--- src/rtl/rv_alu_pkg.sv ---
`timescale 1ns/1ps
package rv_alu_pkg;

  typedef enum logic [2:0] {
    F3_ADD  = 3'b000,
    F3_SLL  = 3'b001,
    F3_SLT  = 3'b010,
    F3_SLTU = 3'b011,
    F3_XOR  = 3'b100,
    F3_SR   = 3'b101,
    F3_OR   = 3'b110,
    F3_AND  = 3'b111
  } funct3_e;

  typedef enum logic [2:0] {
    SEL_SUM,
    SEL_SHIFT,
    SEL_LT,
    SEL_XOR,
    SEL_OR,
    SEL_AND
  } res_sel_e;

  typedef struct packed {
    logic     invert_b;    // adder runs a + ~b + 1
    logic     cmp_signed;  // pick signed less-than
    logic     shift_right;
    logic     shift_arith;
    res_sel_e sel;
  } alu_ctrl_t;

endpackage

--- src/rtl/rv_alu_decode.sv ---
`timescale 1ns/1ps
module rv_alu_decode
  import rv_alu_pkg::*;
(
  input  logic [2:0] funct3_i,
  input  logic       alt_i,
  input  logic       imm_form_i,
  output alu_ctrl_t  ctrl_o
);

  funct3_e f3;
  assign f3 = funct3_e'(funct3_i);

  always_comb begin
    ctrl_o             = '0;
    ctrl_o.sel         = SEL_SUM;
    unique case (f3)
      F3_ADD:  begin
        ctrl_o.sel      = SEL_SUM;
        ctrl_o.invert_b = alt_i & ~imm_form_i;
      end
      F3_SLL:  ctrl_o.sel = SEL_SHIFT;
      F3_SLT:  begin
        ctrl_o.sel        = SEL_LT;
        ctrl_o.invert_b   = 1'b1;
        ctrl_o.cmp_signed = 1'b1;
      end
      F3_SLTU: begin
        ctrl_o.sel      = SEL_LT;
        ctrl_o.invert_b = 1'b1;
      end
      F3_XOR:  ctrl_o.sel = SEL_XOR;
      F3_SR:   begin
        ctrl_o.sel         = SEL_SHIFT;
        ctrl_o.shift_right = 1'b1;
        ctrl_o.shift_arith = alt_i;
      end
      F3_OR:   ctrl_o.sel = SEL_OR;
      F3_AND:  ctrl_o.sel = SEL_AND;
      default: ctrl_o.sel = SEL_SUM;
    endcase
  end

endmodule

--- src/rtl/rv_alu_addsub.sv ---
`timescale 1ns/1ps
module rv_alu_addsub #(
  parameter int XLEN = 32
) (
  input  logic [XLEN-1:0] op_a_i,
  input  logic [XLEN-1:0] op_b_i,
  input  logic            invert_b_i,
  output logic [XLEN-1:0] sum_o,
  output logic            lt_s_o,
  output logic            lt_u_o
);

  localparam int MSB = XLEN - 1;

  logic [XLEN-1:0] b_eff;
  logic [XLEN:0]   wide;

  assign b_eff = invert_b_i ? ~op_b_i : op_b_i;
  assign wide  = {1'b0, op_a_i} + {1'b0, b_eff} + {{XLEN{1'b0}}, invert_b_i};
  assign sum_o = wide[MSB:0];

  // valid only while invert_b_i is set
  assign lt_u_o = ~wide[XLEN];
  assign lt_s_o = (op_a_i[MSB] ^ op_b_i[MSB]) ? op_a_i[MSB] : wide[MSB];

endmodule

--- src/rtl/rv_alu_shift.sv ---
`timescale 1ns/1ps
module rv_alu_shift #(
  parameter int XLEN = 32
) (
  input  logic [XLEN-1:0]         val_i,
  input  logic [$clog2(XLEN)-1:0] shamt_i,
  input  logic                    right_i,
  input  logic                    arith_i,
  output logic [XLEN-1:0]         res_o
);

  localparam int SHW = $clog2(XLEN);
  localparam int MSB = XLEN - 1;

  logic [XLEN-1:0] val_rev;
  logic [XLEN-1:0] core_in;
  logic [XLEN-1:0] core_out;
  logic [XLEN-1:0] out_rev;
  logic            fill;
  logic [XLEN-1:0] stg [SHW+1];

  // left shift = reverse, shift right with zero fill, reverse back
  for (genvar i = 0; i < XLEN; i++) begin : g_rev
    assign val_rev[i] = val_i[MSB-i];
    assign out_rev[i] = core_out[MSB-i];
  end

  assign core_in = right_i ? val_i : val_rev;
  assign fill    = right_i & arith_i & val_i[MSB];
  assign stg[0]  = core_in;

  for (genvar s = 0; s < SHW; s++) begin : g_stage
    localparam int D = 1 << s;
    assign stg[s+1] = shamt_i[s] ? {{D{fill}}, stg[s][MSB:D]} : stg[s];
  end

  assign core_out = stg[SHW];
  assign res_o    = right_i ? core_out : out_rev;

endmodule

--- src/rtl/rv_alu.sv ---
`timescale 1ns/1ps
module rv_alu
  import rv_alu_pkg::*;
#(
  parameter int XLEN = 32
) (
  input  logic [XLEN-1:0] op_a_i,
  input  logic [XLEN-1:0] op_b_i,
  input  logic [2:0]      funct3_i,
  input  logic            alt_i,
  input  logic            imm_form_i,
  output logic [XLEN-1:0] result_o
);

  localparam int SHW = $clog2(XLEN);

  alu_ctrl_t       ctrl;
  logic [XLEN-1:0] sum_w;
  logic [XLEN-1:0] shift_w;
  logic            lt_s_w;
  logic            lt_u_w;
  logic            lt_w;

  rv_alu_decode u_dec (
    .funct3_i   (funct3_i),
    .alt_i      (alt_i),
    .imm_form_i (imm_form_i),
    .ctrl_o     (ctrl)
  );

  rv_alu_addsub #(.XLEN(XLEN)) u_add (
    .op_a_i     (op_a_i),
    .op_b_i     (op_b_i),
    .invert_b_i (ctrl.invert_b),
    .sum_o      (sum_w),
    .lt_s_o     (lt_s_w),
    .lt_u_o     (lt_u_w)
  );

  rv_alu_shift #(.XLEN(XLEN)) u_sh (
    .val_i   (op_a_i),
    .shamt_i (op_b_i[SHW-1:0]),
    .right_i (ctrl.shift_right),
    .arith_i (ctrl.shift_arith),
    .res_o   (shift_w)
  );

  assign lt_w = ctrl.cmp_signed ? lt_s_w : lt_u_w;

  always_comb begin
    unique case (ctrl.sel)
      SEL_SUM:   result_o = sum_w;
      SEL_SHIFT: result_o = shift_w;
      SEL_LT:    result_o = {{(XLEN-1){1'b0}}, lt_w};
      SEL_XOR:   result_o = op_a_i ^ op_b_i;
      SEL_OR:    result_o = op_a_i | op_b_i;
      SEL_AND:   result_o = op_a_i & op_b_i;
      default:   result_o = sum_w;
    endcase
  end

endmodule

--- config.mk ---
export PLATFORM = sky130hd
export DESIGN_NAME = rv_alu
export DESIGN_NICKNAME = d
export VERILOG_FILES = /design/src/rtl/rv_alu_pkg.sv /design/src/rtl/rv_alu_decode.sv /design/src/rtl/rv_alu_addsub.sv /design/src/rtl/rv_alu_shift.sv /design/src/rtl/rv_alu.sv
export SDC_FILE = /design/constraint.sdc
export NUM_CORES = 1
export LEC_CHECK = 0
export BUFFER_PORTS_ARGS = -buffer_cell sky130_fd_sc_hd__buf_2
export CAP_MARGIN = 0
export CORE_MARGIN = 2
export CORE_UTILIZATION = 55
export DETAILED_ROUTE_END_ITERATION = 12
export GPL_TIMING_DRIVEN = 0
export PLACE_DENSITY_LB_ADDON = 0.3
export SLEW_MARGIN = 30
export SYNTH_ARGS = -nofsm -noshare
export SYNTH_HDL_FRONTEND = slang
export SYNTH_SLANG_ARGS = --single-unit
--- constraint.sdc ---
create_clock -name vclk -period 4.3
set_input_delay 0.43 -clock vclk [all_inputs]
set_output_delay 0.43 -clock vclk [all_outputs]
set_load 0.02 [all_outputs]
==> flow_metrics.env, run 1 <==
export IMPL_status="finished with violations"
export IMPL_violations="setup timing"
export IMPL_holdPathStages=7
export IMPL_design_seq_count=0
export IMPL_ir_drop_v=0.000109
export IMPL_max_slew_margin=0.396
export IMPL_arrival_ns=3.90
export IMPL_ys_seq_area_frac=0
export IMPL_regArea_sq_um=0
export IMPL_critical_path_required_ns=3.87
export IMPL_cellPowerDensity_nw_per_um2=174
export IMPL_worst_pin_slew_ns=0.899
export IMPL_hold_viol_final=0
export IMPL_dr_first_iter_drc_count=1322
export IMPL_syn_area_per_cell_sq_um=7.25
export IMPL_syn_area_sq_um=6840
export IMPL_core_area_sq_um=12100
export IMPL_dieWidth_um=116
export IMPL_io_buffers=100
export IMPL_fin_crit_sh=1.01
export IMPL_first_global_vias=7694
export IMPL_postRouteWirelength_um=31100
export IMPL_num_io_pins=101
export IMPL_min_period_ns=4.33
export IMPL_crit_type="input port to output pin"
export IMPL_start_util=0.567
export IMPL_power_leakage_nw=3.44
export IMPL_die_h_um=116
export IMPL_worstHoldStart="op_b_i[28]"
export IMPL_drtPass1Iterations=5
export IMPL_startpoint_type="input port"
export IMPL_whs_endpoint="result_o[28]"
export IMPL_viasPerCell=7.01
export IMPL_wire_per_inst_um=25.8
export IMPL_holdBufCountCts=0
export IMPL_grtUsageTotal=0.453
export IMPL_grt_overflow=0
export IMPL_place_worst_setup_slack_ns=-1.50
export IMPL_grt_max_degree=19
export IMPL_rsz0062_at_grt="yes"
export IMPL_antenna_left=0
export IMPL_hold_class="input port to output pin"
export IMPL_rows=40
export IMPL_ys_warnings_count=0
export IMPL_cp_end_kind="output pin"
export IMPL_total_power_mw=1.35
export IMPL_antenna_cells=0
export IMPL_max_clock_freq_mhz=231
export IMPL_crit_fanout=10
export IMPL_dieArea_sq_um=13300
export IMPL_drv_cap=0
export IMPL_place_congestion=1.07
export IMPL_finalSetupViolCount=1
export IMPL_syn_to_final_growth_pct=13.7
export IMPL_clockBufferCount=0
export IMPL_slew_violations=0
export IMPL_drive_above_1_share=0.206
export IMPL_hpwl_um=24800
export IMPL_netlist_instances=943
export IMPL_syn_num_nets=1108
export IMPL_fin_nets=1204
export IMPL_antenna_found_initial=0
export IMPL_yosysUniqueCellTypes=65
export IMPL_drc_errors=0
export IMPL_vias=8442
export IMPL_grt_pass1_wl_um=45600
export IMPL_setup_ws_ns=-0.0308
## synthesized netlist by cell type, drive strengths merged (6+ instances only)
library cell | count | area share
mux4 | 48 | 0.16
nand2 | 83 | 0.046
ha | 95 | 0.17
a21boi | 7 | 0.0077
a31oi | 13 | 0.012
o211ai | 15 | 0.016
nand3 | 15 | 0.011
a21o | 9 | 0.0099
o221ai | 8 | 0.010
o21a | 6 | 0.0066
nand4 | 12 | 0.011
o21ai | 86 | 0.063
nand2b | 7 | 0.0064
xnor2 | 49 | 0.063
a221oi | 9 | 0.012
mux2i | 29 | 0.042
a22oi | 16 | 0.018
clkbuf | 51 | 0.028
nor3 | 23 | 0.017
inv | 76 | 0.042
buf | 18 | 0.012
a211oi | 8 | 0.0088
xor2 | 9 | 0.012
o22ai | 10 | 0.0091
nor2 | 68 | 0.037
a21oi | 88 | 0.064
and3 | 11 | 0.010
mux2 | 10 | 0.016
## metal layers
metal / global-route usage / part of all wire
met5: 0 / 0
met4: 0.175 / 0.052
met3: 0.105 / 0.13
met2: 0.690 / 0.43
met1: 0.622 / 0.39
## worst max-delay path, stage by stage
cell,delay (ns)
buf_2,0.14
nand3b_1,0.35
buf_2,0.34
clkbuf_2,0.28
clkbuf_2,0.34
o211ai_1,0.25
nand4_1,0.20
a22oi_2,0.38
mux2i_1,0.27
a211oi_2,0.47
a221oi_1,0.17
nor2_1,0.11
buf_2,0.16
## power breakdown
group / total [mW] / switching, mW / internal (mW)
clock network: 0 / 0 / 0
registers: 0 / 0 / 0
logic: 1.35 / 0.848 / 0.504
total: 1.35 / 0.848 / 0.504
## stage by stage
stage	util	hold WS, ns	area, sq um	cells	setup TNS (ns)
global route	0.645	1.57	7770	1205	-0.123
detailed placement	0.626	1.52	7550	1211	-23.92
finish	0.645	1.52	7770	1205	-0.0308
floorplan	-	1.28	6840	943	0
global placement	0.626	1.52	7550	1211	-24.33
CTS	0.638	1.53	7690	1211	0
## worst max path at each step
stage           startpoint           end  slack, ns  cells after the start
3_3_place_gp     op_b_i[1]  result_o[29]      -1.53                     15
5_1_grt         imm_form_i   result_o[0]      -0.08                     15
3_5_place_dp     op_b_i[1]  result_o[29]      -1.50                     15
4_1_cts        funct3_i[1]   result_o[1]      0.007                     13
2_1_floorplan  funct3_i[2]  result_o[27]       0.08                     15
6_report       funct3_i[1]   result_o[1]      -0.03                     13
## cell families after synthesis
family,count (synthesis),synth area share
muxes,87,0.217
and+or+nand+nor,240,0.160
xor gates and xnor gates,58,0.0743
AOI/OAI and AO/OA,315,0.289
buffers and inverters,147,0.0827
adders and majority gates,96,0.177
## what timing repair did
item,4_1_cts,5_1_grt
pin swaps,2,4
endpoints found under the hold margin,0,0
buffers inserted,3,1
setup endpoints to repair,31,23
gates resized for setup,42,27
cloned,0,0
## layout make-up
type,instances,area (sq um)
multi-input combinational,796,6450
fill,1114,4290
timing repair buffer,104,533
inverter,78,295
buffer,59,287
tap,168,210
## placed cells by master (no fill, tap or decap), types with 4 or more instances in the layout
| cell | count |
|---|---|
| a211oi_1 | 5 |
| a21o_1 | 9 |
| a21oi_1 | 87 |
| a221oi_1 | 8 |
| a22oi_1 | 15 |
| a31oi_1 | 11 |
| and2_1 | 4 |
| and3_1 | 11 |
| buf_1 | 7 |
| buf_2 | 103 |
| buf_4 | 7 |
| clkbuf_1 | 33 |
| clkbuf_2 | 5 |
| clkbuf_4 | 5 |
| ha_1 | 94 |
| inv_1 | 74 |
| mux2_2 | 10 |
| mux2i_1 | 29 |
| mux4_2 | 48 |
| nand2_1 | 83 |
| nand2b_1 | 7 |
| nand3_1 | 15 |
| nand4_1 | 12 |
| nand4b_1 | 4 |
| nor2_1 | 68 |
| nor3_1 | 22 |
| o211ai_1 | 15 |
| o21a_1 | 6 |
| o21ai_0 | 80 |
| o21bai_1 | 5 |
| o221ai_1 | 8 |
| o22ai_1 | 10 |
| or2_2 | 4 |
| xnor2_1 | 49 |
| xor2_1 | 9 |
Note: power is estimated with default switching activity, not from simulation.
==> run 2, diff against run 1 <==
--- a/config.mk
+++ b/config.mk
@@ -5,12 +5,13 @@
 export SDC_FILE = /design/constraint.sdc
 export NUM_CORES = 1
 export LEC_CHECK = 0
+export ABC_CLOCK_PERIOD_IN_PS = 4300
 export BUFFER_PORTS_ARGS = -buffer_cell sky130_fd_sc_hd__buf_2
 export CAP_MARGIN = 0
 export CORE_MARGIN = 2
 export CORE_UTILIZATION = 55
 export DETAILED_ROUTE_END_ITERATION = 12
-export GPL_TIMING_DRIVEN = 0
+export GPL_TIMING_DRIVEN = 1
 export PLACE_DENSITY_LB_ADDON = 0.3
 export SLEW_MARGIN = 30
 export SYNTH_ARGS = -nofsm -noshare
==> flow_metrics.env, run 2 (synthesis gave the netlist of run 1 again) <==
export IMPL_setup_ws_ns=0.0679
export IMPL_crit_type="input port to output pin"
export IMPL_die_h_um=116
export IMPL_vias=8189
export IMPL_cp_end_kind="output pin"
export IMPL_critical_path_top_delay_family="multiplexers"
export IMPL_hold_viol_final=0
export IMPL_core_area_sq_um=12100
export IMPL_hold_class="input port to output pin"
export IMPL_path_buf_inv=4
export IMPL_slowest_stage="mux4_2"
export IMPL_fin_nets=1201
export IMPL_slew_violations=0
export IMPL_grtUsageTotal=0.387
export IMPL_arrival_ns=3.80
export IMPL_critical_path_cell_chain="buf_2 > buf_4 > and3b_1 > buf_12 > mux4_2 > mux2_2 > mux4_2 > o221a_1 > nand2_1 > o2111ai_1 > o32a_1 > buf_2"
export IMPL_drc_errors=0
export IMPL_regArea_sq_um=0
export IMPL_rows=40
export IMPL_worstHoldStart="op_b_i[30]"
export IMPL_critical_path_depth=12
export IMPL_holdBufCountCts=0
export IMPL_num_fill_cells=1116
export IMPL_endpoint="result_o[0]"
export IMPL_dr_first_iter_drc_count=1110
export IMPL_dieArea_sq_um=13300
export IMPL_final_cell_area_sq_um=7830
export IMPL_placed_cell_area_sq_um=7750
export IMPL_max_clock_freq_mhz=236
export IMPL_first_global_vias=7508
export IMPL_crit_fanout=40
export IMPL_grt_pass1_wl_um=40600
export IMPL_postRouteWirelength_um=26300
export IMPL_viasPerCell=6.81
export IMPL_design_seq_count=0
export IMPL_hpwl_um=20500
export IMPL_max_slew_margin=0.454
export IMPL_place_congestion=1.06
export IMPL_drtPass1Iterations=5
export IMPL_antenna_found_initial=1
export IMPL_critical_path_required_ns=3.87
export IMPL_worst_pin_slew_ns=0.816
export IMPL_cp_slowest_stage_delay_ns=0.55
export IMPL_antenna_left=0
export IMPL_place_worst_setup_slack_ns=-0.0882
export IMPL_grt_max_degree=45
export IMPL_io_buffers=101
export IMPL_wire_per_inst_um=21.9
export IMPL_status="finished, final reports clean"
export IMPL_clockBufferCount=0
export IMPL_final_common_cell="buf_2"
export IMPL_min_period_ns=4.23
export IMPL_dieWidth_um=116
export IMPL_startpoint_type="input port"
export IMPL_drv_cap=0
export IMPL_finalSetupViolCount=0
export IMPL_num_io_pins=101
export IMPL_final_cell_mix="101 x buf_2, 93 x ha_1, 88 x a21oi_1"
export IMPL_fin_crit_sh=0.984
export IMPL_start_util=0.567
export IMPL_drive_above_1_share=0.230
export IMPL_critPathLaunch="funct3_i[0]"
export IMPL_grt_overflow=0
export IMPL_syn_to_final_growth_pct=14.5
[run 2: cell count changes in the layout (fill, tap and decap cells not counted), sizes merged]
cell,delta
buf,+42
clkbuf,-45
clkinv,+1
diode,+1
inv,-1
[run 2: layer usage]
| metal | global-route usage | up-vias | share of wire |
|---|---|---|---|
| met1 | 0.512 | 3799 | 0.39 |
| met3 | 0.0805 | 122 | 0.12 |
| met2 | 0.601 | 566 | 0.43 |
| met4 | 0.193 | 0 | 0.060 |
| met5 | 0 | - | 0 |
| li1 | - | 3702 | - |
[run 2: layout make-up]
class	count	area [sq um]	share of cell area
multi-input combinational	796	6340	0.810
timing repair buffer	160	986	0.126
inverter	78	293	0.0374
tap	168	210	0.0268
antenna	1	2.50	0.000320
[run 2: metrics by stage]
step	hold slack (ns)	cells	TNS (ns)	utilization
floorplan	1.28	943	0	-
global placement	1.54	1200	0	0.643
detailed placement	1.55	1200	-0.189	0.643
CTS	1.55	1202	0	0.645
global route	1.58	1202	-0.00231	0.649
finish	1.54	1203	0	0.649
[run 2: timing repair]
item                       in CTS  in global routing
resized for setup               1                 11
cloned                          0                  0
buffers inserted                2                  0
setup endpoints to repair       4                  7
pin swaps                       1                  1
[run 2: worst min-delay path by stage]
stage | end | cells past startpoint
6_report | result_o[30] | 7
5_1_grt | result_o[30] | 7
4_1_cts | result_o[30] | 7
3_5_place_dp | result_o[30] | 7
3_3_place_gp | result_o[30] | 7
2_1_floorplan | result_o[20] | 3
